## config.mk

```make
export PLATFORM = sky130hd
export DESIGN_NAME = exc_entry_ctrl
export DESIGN_NICKNAME = d
export VERILOG_FILES = /design/src/rtl/exc_pkg.sv /design/src/rtl/exc_cause_decode.sv /design/src/rtl/exc_vector_gen.sv /design/src/rtl/exc_pc_calc.sv /design/src/rtl/exc_sr_mask.sv /design/src/rtl/exc_entry_ctrl.sv
export SDC_FILE = /design/constraint.sdc
export NUM_CORES = 1
export LEC_CHECK = 0
export BUFFER_PORTS_ARGS = -buffer_cell sky130_fd_sc_hd__buf_2
export CORE_ASPECT_RATIO = 1.25
export CORE_MARGIN = 2
export CORE_UTILIZATION = 45
export CTS_BUF_LIST = sky130_fd_sc_hd__clkbuf_4 sky130_fd_sc_hd__clkbuf_8
export DETAILED_ROUTE_END_ITERATION = 10
export PLACE_DENSITY = 0.66
export SYNTH_ARGS = -nofsm -noshare
export SYNTH_HDL_FRONTEND = slang
export SYNTH_HIERARCHICAL = 1
export SYNTH_SLANG_ARGS = --single-unit
export TNS_END_PERCENT = 10
```

## constraint.sdc

```tcl
create_clock -name clk -period 4.6 [get_ports clk]
set_clock_uncertainty 0.05 [all_clocks]
set_input_delay 0 -clock clk [delete_from_list [all_inputs] [get_ports clk]]
set_output_delay 0 -clock clk [all_outputs]
set_load 0.005 [all_outputs]
```

## src/rtl/exc_pkg.sv

```systemverilog
package exc_pkg;
    // cause codes; the handler offset is code << 8
    localparam logic [3:0] C_RESET   = 4'd1;
    localparam logic [3:0] C_BUSERR  = 4'd2;
    localparam logic [3:0] C_DPF     = 4'd3;
    localparam logic [3:0] C_IPF     = 4'd4;
    localparam logic [3:0] C_TICK    = 4'd5;
    localparam logic [3:0] C_ALIGN   = 4'd6;
    localparam logic [3:0] C_ILLEGAL = 4'd7;
    localparam logic [3:0] C_EXTINT  = 4'd8;
    localparam logic [3:0] C_DTLB    = 4'd9;
    localparam logic [3:0] C_ITLB    = 4'd10;
    localparam logic [3:0] C_RANGE   = 4'd11;
    localparam logic [3:0] C_SYSCALL = 4'd12;
    localparam logic [3:0] C_TRAP    = 4'd14;

    // status word bit positions
    localparam int SR_SUP   = 0;
    localparam int SR_TICKE = 1;
    localparam int SR_IRQE  = 2;
    localparam int SR_DXLAT = 5;
    localparam int SR_IXLAT = 6;
    localparam int SR_OVFE  = 12;
    localparam int SR_HIVEC = 14;

    // how the saved PC is formed
    typedef enum logic [2:0] {
        PC_NONE,   // no handler: request dropped
        PC_KEEP,   // saved PC untouched
        PC_EA,     // fetch-side fault: the address itself
        PC_CUR,    // current PC
        PC_NEXT    // current PC + 4
    } pc_src_e;
endpackage

```

## src/rtl/exc_cause_decode.sv

```systemverilog
module exc_cause_decode
    import exc_pkg::*;
(
    input  logic [3:0] cause,
    output pc_src_e    src,
    output logic       known
);
    always_comb begin
        unique case (cause)
            C_RESET:                            src = PC_KEEP;
            C_IPF, C_ITLB:                      src = PC_EA;
            C_BUSERR, C_DPF, C_ALIGN, C_ILLEGAL,
            C_DTLB, C_RANGE, C_TRAP:            src = PC_CUR;
            C_TICK, C_EXTINT:                   src = PC_CUR;
            C_SYSCALL:                          src = PC_NEXT;
            default:                            src = PC_NONE;
        endcase
        known = (src != PC_NONE);
    end
endmodule

```

## src/rtl/exc_vector_gen.sv

```systemverilog
module exc_vector_gen #(
    parameter int unsigned    XLEN      = 32,
    parameter int unsigned    VEC_SHIFT = 8,
    parameter logic [XLEN-1:0] HI_BASE  = 32'hF000_0000
) (
    input  logic [3:0]      cause,
    input  logic            hivec,
    output logic [XLEN-1:0] vector
);
    localparam int unsigned PADW = XLEN - 4 - VEC_SHIFT;

    logic [XLEN-1:0] offset;

    always_comb begin
        offset = {{PADW{1'b0}}, cause, {VEC_SHIFT{1'b0}}};
        vector = offset + (hivec ? HI_BASE : '0);
    end
endmodule

```

## src/rtl/exc_pc_calc.sv

```systemverilog
module exc_pc_calc
    import exc_pkg::*;
#(
    parameter int unsigned XLEN  = 32,
    parameter int unsigned ISIZE = 4
) (
    input  pc_src_e         src,
    input  logic [XLEN-1:0] ea,
    input  logic [XLEN-1:0] pc,
    input  logic            dslot,
    input  logic [XLEN-1:0] old_pc,
    output logic [XLEN-1:0] new_pc
);
    localparam logic [XLEN-1:0] STEP = XLEN'(ISIZE);

    logic [XLEN-1:0] base;
    logic [XLEN-1:0] back;

    always_comb begin
        back = dslot ? STEP : '0;
        unique case (src)
            PC_EA:   base = ea;
            PC_CUR:  base = pc;
            PC_NEXT: base = pc + STEP;
            default: base = old_pc;
        endcase
        new_pc = (src == PC_KEEP || src == PC_NONE) ? old_pc : (base - back);
    end
endmodule

```

## src/rtl/exc_sr_mask.sv

```systemverilog
module exc_sr_mask
    import exc_pkg::*;
#(
    parameter int unsigned XLEN = 32
) (
    input  logic [XLEN-1:0] sr_in,
    output logic [XLEN-1:0] sr_new
);
    localparam logic [XLEN-1:0] CLR = (XLEN'(1) << SR_TICKE) | (XLEN'(1) << SR_IRQE)
                                    | (XLEN'(1) << SR_DXLAT) | (XLEN'(1) << SR_IXLAT)
                                    | (XLEN'(1) << SR_OVFE);
    localparam logic [XLEN-1:0] SET = XLEN'(1) << SR_SUP;

    assign sr_new = (sr_in & ~CLR) | SET;
endmodule

```

## src/rtl/exc_entry_ctrl.sv

```systemverilog
module exc_entry_ctrl
    import exc_pkg::*;
#(
    parameter int unsigned     XLEN      = 32,
    parameter int unsigned     VEC_SHIFT = 8,
    parameter int unsigned     ISIZE     = 4,
    parameter logic [XLEN-1:0] HI_BASE   = 32'hF000_0000
) (
    input  logic            clk,
    input  logic            rst,
    input  logic            req_valid,
    input  logic [3:0]      req_cause,
    input  logic [XLEN-1:0] req_ea,
    input  logic [XLEN-1:0] cur_pc,
    input  logic            in_dslot,
    input  logic [XLEN-1:0] cur_sr,
    input  logic            dbg_ignore,
    output logic [XLEN-1:0] saved_pc,
    output logic [XLEN-1:0] saved_ea,
    output logic [XLEN-1:0] saved_sr,
    output logic [XLEN-1:0] sr_out,
    output logic            redir_valid,
    output logic [XLEN-1:0] redir_pc,
    output logic            dslot_clr
);
    localparam logic [XLEN-1:0] SR_RST = XLEN'(1) << SR_SUP;

    typedef struct packed {
        logic [XLEN-1:0] epc;
        logic [XLEN-1:0] eear;
        logic [XLEN-1:0] esr;
        logic [XLEN-1:0] sr;
        logic [XLEN-1:0] vec;
        logic            redir;
        logic            dclr;
    } state_t;

    state_t st_d, st_q;

    pc_src_e         src_w;
    logic            known_w;
    logic [XLEN-1:0] vec_w;
    logic [XLEN-1:0] epc_w;
    logic [XLEN-1:0] sr_w;
    logic            take_w;

    exc_cause_decode u_dec (
        .cause (req_cause),
        .src   (src_w),
        .known (known_w)
    );

    exc_vector_gen #(.XLEN(XLEN), .VEC_SHIFT(VEC_SHIFT), .HI_BASE(HI_BASE)) u_vec (
        .cause  (req_cause),
        .hivec  (cur_sr[SR_HIVEC]),
        .vector (vec_w)
    );

    exc_pc_calc #(.XLEN(XLEN), .ISIZE(ISIZE)) u_pc (
        .src    (src_w),
        .ea     (req_ea),
        .pc     (cur_pc),
        .dslot  (in_dslot),
        .old_pc (st_q.epc),
        .new_pc (epc_w)
    );

    exc_sr_mask #(.XLEN(XLEN)) u_sr (
        .sr_in  (cur_sr),
        .sr_new (sr_w)
    );

    assign take_w = req_valid && !dbg_ignore && known_w;

    always_comb begin
        st_d       = st_q;
        st_d.redir = 1'b0;
        st_d.dclr  = 1'b0;
        if (take_w) begin
            st_d.epc   = epc_w;
            st_d.eear  = req_ea;
            st_d.esr   = cur_sr;
            st_d.sr    = sr_w;
            st_d.vec   = vec_w;
            st_d.redir = 1'b1;
            st_d.dclr  = 1'b1;
        end
    end

    always_ff @(posedge clk) begin
        if (rst) begin
            st_q.epc   <= '0;
            st_q.eear  <= '0;
            st_q.esr   <= '0;
            st_q.sr    <= SR_RST;
            st_q.vec   <= '0;
            st_q.redir <= 1'b0;
            st_q.dclr  <= 1'b0;
        end else begin
            st_q <= st_d;
        end
    end

    assign saved_pc    = st_q.epc;
    assign saved_ea    = st_q.eear;
    assign saved_sr    = st_q.esr;
    assign sr_out      = st_q.sr;
    assign redir_valid = st_q.redir;
    assign redir_pc    = st_q.vec;
    assign dslot_clr   = st_q.dclr;
endmodule

```

== Yosys cells after proc, flatten, opt, wreduce, memory -nomap -nowiden ==
Memory sizes are Yosys's and may differ from the RTL's.
Index checks and enable logic that the tools add are counted.
Word-level totals
  register bits after elaboration: 156
  bits in read-only memories: 48
  input bits: 105
  output and inout bits: 162
  logic and storage cells: 27
  memories: 1
Operators by class
  add/subtract/negate cells: 3
  equality and inequality tests: 4
  mux-type cells: 4
  bitwise operators: 1
  reduce and logical (&&, ||, !) cells: 7
Memory list
  (name not given): depth 16, bits a word 3, rd ports 1, clocked after memory_dff 0, wr ports 0, line exc_cause_decode.sv:9  | unique case (cause)
Operator list (number)
  32-bit one-hot mux with 3 select lines: 1
  12-bit by 32-bit adder with 32-bit output: 1
  32-bit by 3-bit adder with 32-bit output, second input constant: 1
  32-bit two-way mux: 1
  32-bit subtractor: 1
  3-bit by 2-bit == test with 1-bit output, second input constant: 2
  3-bit by 1-bit == test with 1-bit output, second input constant: 1
  3-bit == test, second input constant: 1
  3-bit logical NOT: 1
  3-bit two-way mux: 1
  3-bit nonzero test: 1
  1-bit logical AND: 2
  2-bit two-way mux: 1
  2-bit AND reduction: 1
  1-bit logical NOT: 1
  1-bit logical OR: 1
  1-bit inverter: 1

== Longest topological paths before layout ==
Gate-level depths: netlist of run 1.
An unclocked memory read counts as a cell.
  depth in word-level cells: 5
  mapped depth: 21
  depth with buffers taken out: 16

== By module ==
Netlist of run 1, hierarchy kept.
Modules (own cells, without submodules)
  exc_entry_ctrl: times used 1, cells an instance 698, area an instance 7179.4 sq um, seq. area each 3223.1 sq um
  exc_pc_calc: times used 1, cells an instance 461, area an instance 2910.3 sq um, seq. area each 0.0 sq um
  exc_sr_mask: times used 1, cells an instance 34, area an instance 247.7 sq um, seq. area each 0.0 sq um
  exc_vector_gen: times used 1, cells an instance 33, area an instance 244.0 sq um, seq. area each 0.0 sq um
  exc_cause_decode: times used 1, cells an instance 10, area an instance 72.6 sq um, seq. area each 0.0 sq um

== Worst setup path after synthesis of run 1 ==
OpenSTA, ideal clock, no wires.
  kind: input-to-reg
  from: input port req_cause[2]
  to: register st_q, in the netlist saved_pc[31]
  setup time: 0.126 ns
  arrival time: 3.889 ns
  required time: 4.424 ns
  setup slack: 0.534 ns
  stages on the path: 21
  path buffers: 6
  path through: and4bb_1 -> a211oi_2 -> buf_2 -> buf_2 -> buf_2 -> buf_2 -> clkbuf_1 -> nor2_1 -> a22oi_1 -> nor2_1 -> a221oi_1 -> ha_1 -> a21boi_1 -> and2_1 -> clkbuf_1 -> nand4_1 -> nor4_4 -> mux2i_1 -> a211oi_2 -> nand2b_1 -> mux2i_1
On the way
  longest elaborated chain between the ends: 5
  elaborated cells between the ends (all ways): 13
  classes of those cells: 1 x add/sub; 4 x eq/ne; 1 x mux; 1 x bitwise; 5 x reduce/logical; 1 x memory
RTL lines
  start: declaration: line exc_entry_ctrl.sv:12  | input logic [3:0] req_cause,
  memory 16 x 3 bit (*)
  via src_w[0]: line exc_entry_ctrl.sv:40  | pc_src_e src_w;
  parallel branches: the longest is 4 deep, another holds 32-bit subtractor
  end signal: assignment: line exc_entry_ctrl.sv:100  | st_q <= st_d;
  end: declaration: line exc_entry_ctrl.sv:38  | state_t st_d, st_q;
Mark *: on every way through the listed nets, which the timed path passes.
A chain may end at the register's enable or synchronous reset.

== Worst setup path after layout of run 1 ==
  from: input port req_cause[1]
  to: register st_q, in the netlist saved_pc[31]
Same word-level chain as after synthesis.

==> results of run 1 <==
worst max-delay path, cell delays in order:
cell and delay (ns):
dlygate4sd3_1 0.53, buf_2 0.16, nor3_1 0.35, a211oi_4 0.14, nor3b_2 0.83, and2_1 0.24
mux2i_1 0.09, a22oi_1 0.31, nand4bb_1 0.23, or4_1 0.69, nor4_4 0.39, mux2i_1 0.26
a211oi_2 0.05, nand2b_1 0.08, mux2i_1 0.06
stage by stage:
stage,total power [mW],cells
4_1_cts,3.55,1783
5_1_grt,3.68,1783
6_report,3.52,1783
2_1_floorplan,2.09,1263
3_3_place_gp,2.29,1683
3_5_place_dp,2.30,1683
routing by layer:
layer | vias up | part of all wire (%)
met5 | - | 0
li1 | 4616 | -
met4 | 0 | 2.5
met3 | 49 | 6.7
met1 | 4306 | 42
met2 | 322 | 49
worst max path at each step:
| stage | slack [ns] | from | cells after the start | end |
|---|---|---|---|---|
| detailed placement | 0.56 | req_cause[0] | 15 | saved_pc[31] |
| global route | 0.17 | req_cause[3] | 15 | saved_pc[31] |
| floorplan | 0.53 | req_cause[2] | 21 | saved_pc[31] |
| CTS | 0.53 | req_cause[0] | 16 | saved_pc[31] |
| global placement | 0.62 | req_cause[0] | 15 | saved_pc[31] |
| finish | 0.46 | req_cause[1] | 15 | saved_pc[31] |
flip-flops by register name, indices dropped and copies added, names as in the netlist:
signal	count
redir_pc	32
redir_valid	1
saved_ea	32
saved_pc	32
saved_sr	32
sr_out	32
logic make-up (layout without fill, tap and decap cells):
kind of cell	after synthesis	count (layout)
buffers and inverters	169	401
multiplexers	190	190
flip-flops	161	161
AO/OA/AOI/OAI	151	151
adder cells (fa/ha/maj)	4	4
XOR/XNOR	39	39
other	3	30
AND/OR/NAND/NOR	519	519
power groups by stage:
stage	Sequential [mW]	Clock, mW	Combinational [mW]
CTS	1.52	1.24	0.797
detailed placement	1.55	0	0.747
floorplan	1.55	0	0.537
finish	1.52	1.20	0.800
global placement	1.55	0	0.738
global route	1.53	1.27	0.879
cell type report:
class | instances | share of cell area (%)
clock inverters | 10 | 1.35
well taps | 288 | 2.80
flip-flops and latches | 161 | 25.1
inverters | 11 | 0.321
multi-input cells | 933 | 50.8
repair buffers | 360 | 17.6
clock buffers | 20 | 2.04
placed cells by master (no fill, tap or decap), types with 5 or more instances in the layout:
cell / instances
a21oi_1: 49
a221oi_1: 9
a22o_1: 5
a22oi_1: 11
and2_1: 5
and3_1: 5
buf_2: 265
buf_4: 21
clkbuf_8: 18
conb_1: 30
dfxtp_1: 161
dlygate4sd3_1: 70
inv_1: 9
mux2_2: 11
mux2i_1: 179
nand2_1: 27
nand2b_1: 322
nand3_1: 20
nand4_1: 12
nor2_1: 64
nor2b_1: 6
nor3_1: 17
nor4_1: 11
o21a_1: 5
o21ai_0: 21
o221ai_1: 6
or4_1: 5
xnor2_1: 25
xor2_1: 14
what timing repair did:
| item | in CTS | in global routing |
|---|---|---|
| setup buffers | 0 | 0 |
| hold buffers | 70 | 0 |
| hold endpoints to repair | 100 | 0 |
==> impl_metrics.ini, run 1 <==
[worst_setup_path]
r2r_start = saved_pc[14]
crit_required_ns = 4.88
reg2reg_depth = 11
regToRegSetupSlack_ns = 1.57
critPathKind = in -> reg
crit_fanout = 14
cp.arrival_ns = 4.42
end_kind = flop
rr_endpoint = saved_pc[31]
start_kind = primary input

[min_path]
worstHoldEndpoint = saved_pc[0]
hold_depth = 5
worstHoldStart = cur_pc[0]
hold_path_class = in -> reg

[cells_and_area]
diodes = 0
multi_input_area_um2 = 6530
final_cell_area_um2 = 12900
final-seq-area_um2 = 3220
final_util_pct = 55.6
layout.nets = 1593
drive_above_1_share_pct = 23.5
fillCellCount = 2124
area_delta_synth_final_pct = 20.6

[place]
dpl.hpwl_um = 20000
dp_slack_ns = 0.557
placed_area_um2 = 11700
portBuffers = 266
place.gp.congestion = 0.895

[sta]
finalMaxSlewViolations = 0
fin_setup_tns_ns = 0
period_share_pct = 90.0
rsz0062_at_grt = no
hold_violations = 0
whs_ns = 0.0459
fin_crit_ns = 4.14
slew_headroom_pct = 34.5
tightest_slew_ns = 0.978
setup_viol = 0
max_freq_ghz = 0.242
fin_ws_ns = 0.461

[route]
vias = 9293
ant_nets = 0
wire_per_inst_um = 16.5
firstDrtPassIters = 5
drt_iter0_markers = 520
drc = 0
viasPerCell = 5.21
drt-total-wl_um = 29400

[synthesis]
synth-edff-count = 0
avgSynthCellArea_um2 = 8.62
synth_top_family_by_area = simple AND/OR/NAND/NOR gates
muxShareOfSynthArea_pct = 18.0
yosysSeqAreaShare_pct = 30.3
synth_xor_area_share_pct = 3.21
synthCells = 1236
yosysTopAreaCellShare_pct = 30.3
async_flop_share_pct = 0
synth-simple-area-share_pct = 28.7
ys.warnings.count = 6
yosys_most_used_dff = dfxtp_1
yosys.area.top_type = dfxtp_1
yosysMostFrequentCell = nand2b_1
synth_fa_ha_area_share_pct = 0.470
ys_types = 77
synth_compound_area_share_pct = 9.65
syn-cell-area_um2 = 10700
synthTopCellsByArea = dfxtp_1, nand2b_1, mux2i_1
synthTopCellsByCount = nand2b_1, mux2i_1, dfxtp_1
ys_ff_latch = 161

[grt]
grt_most_used_layer = met2
grt_usage_pct = 23.2
grt_max_degree = 148
antenna_found_initial = 0
grt_use_met2_pct = 40.6
grt_pass1_vias = 9037
grt_pass1_wl_um = 46400
met1_usage_pct = 27.0
grtUsageMet3_pct = 6.05
grt_overflow = 0

[flow_run]
drv_cap = 0

[clocking]
root_buffer = clkbuf_8
cts_tree = built
cts_buffers = 17
clk_pin_slew_ns = 0.08
htreeDepth = 4
clock_sinks = 161
cts.path.max_buffers = 2
clock_latency_ns = 0.47
cts_resized = 0

[pwr]
power_leakage_nw = 5.44
p_seq_share_pct = 43.3
peakVddDrop_mv = 0.201
p_switching_mw = 1.04
clockPowerShare_pct = 34.0
p_comb_share_pct = 22.8
p_int_mw = 2.48
power_density_nw_per_um2 = 274
sw_frac_of_total_pct = 29.5

[floorplan]
io_pins = 267
die_area_um2 = 24900
initial_core_util_pct = 46.1
core_region_area_um2 = 23100
die_h_um = 176
rows = 62
die-width_um = 142

[run_status]
outcome = finished clean
(Power assumes the default switching activity.)
==> run 2: changes to the inputs <==
--- a/config.mk
+++ b/config.mk
@@ -5,13 +5,13 @@
 export SDC_FILE = /design/constraint.sdc
 export NUM_CORES = 1
 export LEC_CHECK = 0
-export BUFFER_PORTS_ARGS = -buffer_cell sky130_fd_sc_hd__buf_2
-export CORE_ASPECT_RATIO = 1.25
+export CORE_ASPECT_RATIO = 1.75
 export CORE_MARGIN = 2
 export CORE_UTILIZATION = 45
 export CTS_BUF_LIST = sky130_fd_sc_hd__clkbuf_4 sky130_fd_sc_hd__clkbuf_8
 export DETAILED_ROUTE_END_ITERATION = 10
-export PLACE_DENSITY = 0.66
+export DONT_BUFFER_PORTS = 1
+export PLACE_DENSITY = 0.57
 export SYNTH_ARGS = -nofsm -noshare
 export SYNTH_HDL_FRONTEND = slang
 export SYNTH_HIERARCHICAL = 1
==> impl_metrics.ini, run 2 (same netlist as run 1, synthesis figures left out) <==
[floorplan]
die_area_um2 = 25000
core_region_area_um2 = 23300
io_pins = 267
die_h_um = 208
initial_core_util_pct = 45.7
die-width_um = 120
rows = 74

[clocking]
cts_tree = built
cts_setup_buffers = 0
clock_sinks = 161
root_buffer = clkbuf_8
postCtsHoldBufs = 75
cts.path.max_buffers = 2
htreeDepth = 4
cts_buffers = 17
clk_pin_slew_ns = 0.09
cts_resized = 0
clock_latency_ns = 0.49

[pwr]
power_density_nw_per_um2 = 277
peakVddDrop_mv = 0.182
power_leakage_nw = 4.17

[route]
viasPerCell = 5.41
ant_nets = 0
drt_iter0_markers = 407
drt-total-wl_um = 29100
vias = 8332
wire_per_inst_um = 18.9
drc = 0
firstDrtPassIters = 5

[grt]
grt_pass1_wl_um = 45000
grt_usage_pct = 22.9
grt_most_used_layer = met2
antenna_found_initial = 0
grtUsageMet3_pct = 8.08
grt_use_met2_pct = 41.8
grt_overflow = 0
met1_usage_pct = 22.2
grt_pass1_vias = 8331
grt_max_degree = 292

[sta]
fin_setup_tns_ns = 0
period_share_pct = 73.4
setup_viol = 0
slew_headroom_pct = 28.3
rsz0062_at_grt = no
finalMaxSlewViolations = 0
fin_crit_ns = 3.37
tightest_slew_ns = 1.07
hold_violations = 0
max_freq_ghz = 0.296

[cells_and_area]
multi_input_area_um2 = 6530
area_delta_synth_final_pct = 8.09
drive_above_1_share_pct = 7.04
layout.nets = 1332
final-seq-area_um2 = 3220
most-common-layout-cells = nand2b_1, mux2i_1, dfxtp_1, dlygate4sd3_1, nor2_1
final_common_cell = nand2b_1
final_util_pct = 49.4
diodes = 0
fillCellCount = 2274
final_cell_area_um2 = 11500

[worst_setup_path]
crit_chain = and4bb_1, a211oi_4, buf_4, mux2_2, a221oi_1, o22ai_1, nor4_2, nand4_1, buf_4, nor3_2, xnor2_1, mux2_2, nand2b_1, mux2i_1
critical-path-top-delay-family = simple AND/OR/NAND/NOR gates
critical_path.max_stage_delay_ns = 0.60
crit_buf_inv = 2
worst_path_max_delay_cell = nor4_2
critPathKind = in -> reg
start_kind = primary input
end_kind = flop
crit_fanout = 26
cp.arrival_ns = 3.69
crit_required_ns = 4.91
regToRegSetupSlack_ns = 1.54

[place]
dpl.hpwl_um = 19900
portBuffers = 0
placed_area_um2 = 10400
place.gp.congestion = 0.892

[run_status]
outcome = finished clean

[flow_run]
drv_cap = 0

[min_path]
hold_path_class = in -> reg
run 2: area by class of cell:
| type | instances | area share, % |
|---|---|---|
| sequential | 161 | 28.0 |
| clock inverter | 7 | 0.456 |
| inverter | 11 | 0.359 |
| multi-input combinational | 933 | 56.7 |
| clock buffer | 24 | 2.71 |
| timing repair buffer | 99 | 8.45 |
| tap | 304 | 3.30 |
run 2: final timing paths:
path	from	to	cells past startpoint
setup / recovery	req_cause[2]	saved_pc[27]	14
setup reg to reg	saved_pc[7]	saved_pc[27]	11
hold reg to reg	redir_pc[10]	redir_pc[10]	2
hold / removal	cur_pc[30]	saved_pc[30]	6
run 2: worst reg2reg max path: stages, from the launching register on:
cell	delay [ns]
dfxtp_1	0.37
o21a_1	0.20
a221oi_1	0.35
o22ai_1	0.21
nor4_2	0.60
nand4_1	0.30
buf_4	0.24
nor3_2	0.12
xnor2_1	0.08
mux2_2	0.26
nand2b_1	0.07
mux2i_1	0.07
run 2: routing by layer:
layer,up-vias,wire [um]
li1,4096,-
met1,3894,10400
met2,266,15200
met3,76,2230
met4,0,1320
met5,-,0
run 2: metrics by stage:
| stage | hold slack, ns | total power [mW] | std cells | setup WS, ns |
|---|---|---|---|---|
| after detailed placement | 0.0336 | 2.13 | 1433 | 0.799 |
| after CTS | 0.0110 | 3.23 | 1539 | 1.33 |
| after global placement | 0.0356 | 2.13 | 1433 | 0.863 |
| after floorplan | 0.105 | 2.09 | 1263 | 0.534 |
| after global routing | 0.0447 | 3.35 | 1539 | 1.03 |
| final | 0.0489 | 3.19 | 1539 | 1.23 |
run 2: report_power, final:
part           switching (mW)  internal, mW
Sequential             0.0819          1.47
Combinational           0.327         0.315
Clock                   0.552         0.448
Total                   0.961          2.23
==> run 3: changes to the inputs <==
--- a/config.mk
+++ b/config.mk
@@ -11,7 +11,7 @@
 export CTS_BUF_LIST = sky130_fd_sc_hd__clkbuf_4 sky130_fd_sc_hd__clkbuf_8
 export DETAILED_ROUTE_END_ITERATION = 10
 export DONT_BUFFER_PORTS = 1
-export PLACE_DENSITY = 0.57
+export PLACE_DENSITY = 0.59
 export SYNTH_ARGS = -nofsm -noshare
 export SYNTH_HDL_FRONTEND = slang
 export SYNTH_HIERARCHICAL = 1
==> constraint.sdc (replaced) <==
create_clock -name clk -period 3.1 [get_ports clk]
set_clock_uncertainty 0.05 [all_clocks]
set_input_delay 0 -clock clk [delete_from_list [all_inputs] [get_ports clk]]
set_output_delay 0 -clock clk [all_outputs]
set_load 0.005 [all_outputs]
==> impl_metrics.ini, run 3 (same netlist as run 1, synthesis figures left out) <==
[clocking]
cts_tree = built
cts.path.max_buffers = 2
cts_buffers = 17
clock_sinks = 161
htreeDepth = 4
clock_latency_ns = 0.49
root_buffer = clkbuf_8
cts_setup_buffers = 0
clk_pin_slew_ns = 0.09

[place]
place_inst = 1512
portBuffers = 0
place.gp.congestion = 0.938
dp_slack_ns = -0.420
dpl.hpwl_um = 21700
placed_area_um2 = 11100

[cells_and_area]
final-seq-area_um2 = 3220
stdcell_count = 1623
area_delta_synth_final_pct = 15.5
diodes = 0
final_cell_area_um2 = 12300
fillCellCount = 2192
multi_input_area_um2 = 6590
most-common-layout-cells = nand2b_1, mux2i_1, dfxtp_1, buf_4, dlygate4sd3_1
final_common_cell = nand2b_1
drive_above_1_share_pct = 13.3
layout.nets = 1416
final_util_pct = 52.7

[route]
drc = 0
viasPerCell = 5.39
wire_per_inst_um = 18.8
drt-total-wl_um = 30600
vias = 8756
ant_nets = 0
firstDrtPassIters = 7
drt_iter0_markers = 446

[worst_setup_path]
crit_chain = and4bb_1, a211oi_4, buf_6, buf_12, mux2_2, a221oi_2, o22ai_1, nor4_2, buf_4, nand4_1, buf_4, nor4b_2, xor2_1, a21oi_1, nand2b_1, mux2i_1
critPathKind = in -> reg
crit_fanout = 14
start_kind = primary input
crit_buf_inv = 4
critical_path.max_stage_delay_ns = 0.35
critical-path-top-delay-family = simple AND/OR/NAND/NOR gates
cp.arrival_ns = 3.22
crit_required_ns = 3.41
crit_path_frequent_cell = buf_4
end_kind = flop
worst_path_max_delay_cell = mux2_2

[grt]
grt_pass1_vias = 8599
grt_overflow = 0
grt_max_degree = 292
antenna_found_initial = 0
grt_pass1_wl_um = 46800
grt_usage_pct = 24.0

[sta]
finalMaxSlewViolations = 0
tightest_slew_ns = 0.808
fin_ws_ns = 0.188
max_freq_ghz = 0.343
whs_ns = 0.0505
slew_headroom_pct = 46.2
hold_violations = 0
setup_viol = 0
fin_setup_tns_ns = 0
fin_crit_ns = 2.91
period_share_pct = 93.9

[pwr]
power_density_nw_per_um2 = 406
p_int_mw = 3.51
peakVddDrop_mv = 0.328
sw_frac_of_total_pct = 29.8
clockPowerShare_pct = 31.9
p_seq_share_pct = 46.1
power_leakage_nw = 4.63
total_power_mw = 4.99
p_switching_mw = 1.49
p_comb_share_pct = 22.0

[floorplan]
die-width_um = 120
initial_core_util_pct = 45.7
die_h_um = 208
io_pins = 267
die_area_um2 = 25000
core_region_area_um2 = 23300
rows = 74

[flow_run]
drv_cap = 0

[min_path]
hold_path_class = in -> reg

[run_status]
outcome = finished clean
==> run 3: changes by cell type in the layout (fill, tap and decap cells not counted), sizes merged <==
cell,previous run,this run
inv,11,12
dlygate4sd3,74,79
clkinv,6,8
buf,25,104
bufinv,0,2
clkbuf,24,19
==> run 3: layout make-up <==
type / instances / area share, %
multi-input combinational: 933 / 53.6
sequential: 161 / 26.2
timing repair buffer: 183 / 13.6
tap: 304 / 3.09
clock buffer: 19 / 2.13
clock inverter: 12 / 1.07
inverter: 11 / 0.336
==> run 3: worst paths after layout <==
path                start            to  slack [ns]  depth (start not counted)
max          req_cause[2]  saved_pc[30]        0.19                         16
min             cur_pc[8]   saved_pc[8]        0.05                          6
max reg2reg  saved_pc[18]  saved_pc[27]        0.29                         11
min reg2reg    sr_out[26]    sr_out[26]        0.45                          2
==> run 3: power by group through the flow <==
stage                     Clock, mW  Combinational [mW]  Sequential [mW]
final                          1.59                1.10             2.30
after global routing           1.72                1.20             2.31
after CTS                      1.67                1.09             2.30
after detailed placement          0               0.949             2.35
after global placement            0               0.937             2.35
after floorplan                   0               0.816             2.30
==> run 3: what timing repair did <==
action / in CTS / in global routing
endpoints found under the setup margin: 0 / 15
endpoints found under the hold margin: 161 / 0
resized for setup: 0 / 6
hold buffers: 80 / 0
==> run 3: worst min-delay path, delay by kind of cell <==
family	cells	cell delay, ns
compound gates	2	0.16
simple gates	1	0.06
xor+xnor	2	0.25
mux	1	0.06
==> run 3: layer usage <==
metal,track usage (%),share of wire (%)
met4,12.5,4.8
met3,8.02,7.0
met1,22.3,34
met5,0,0
met2,45.5,54
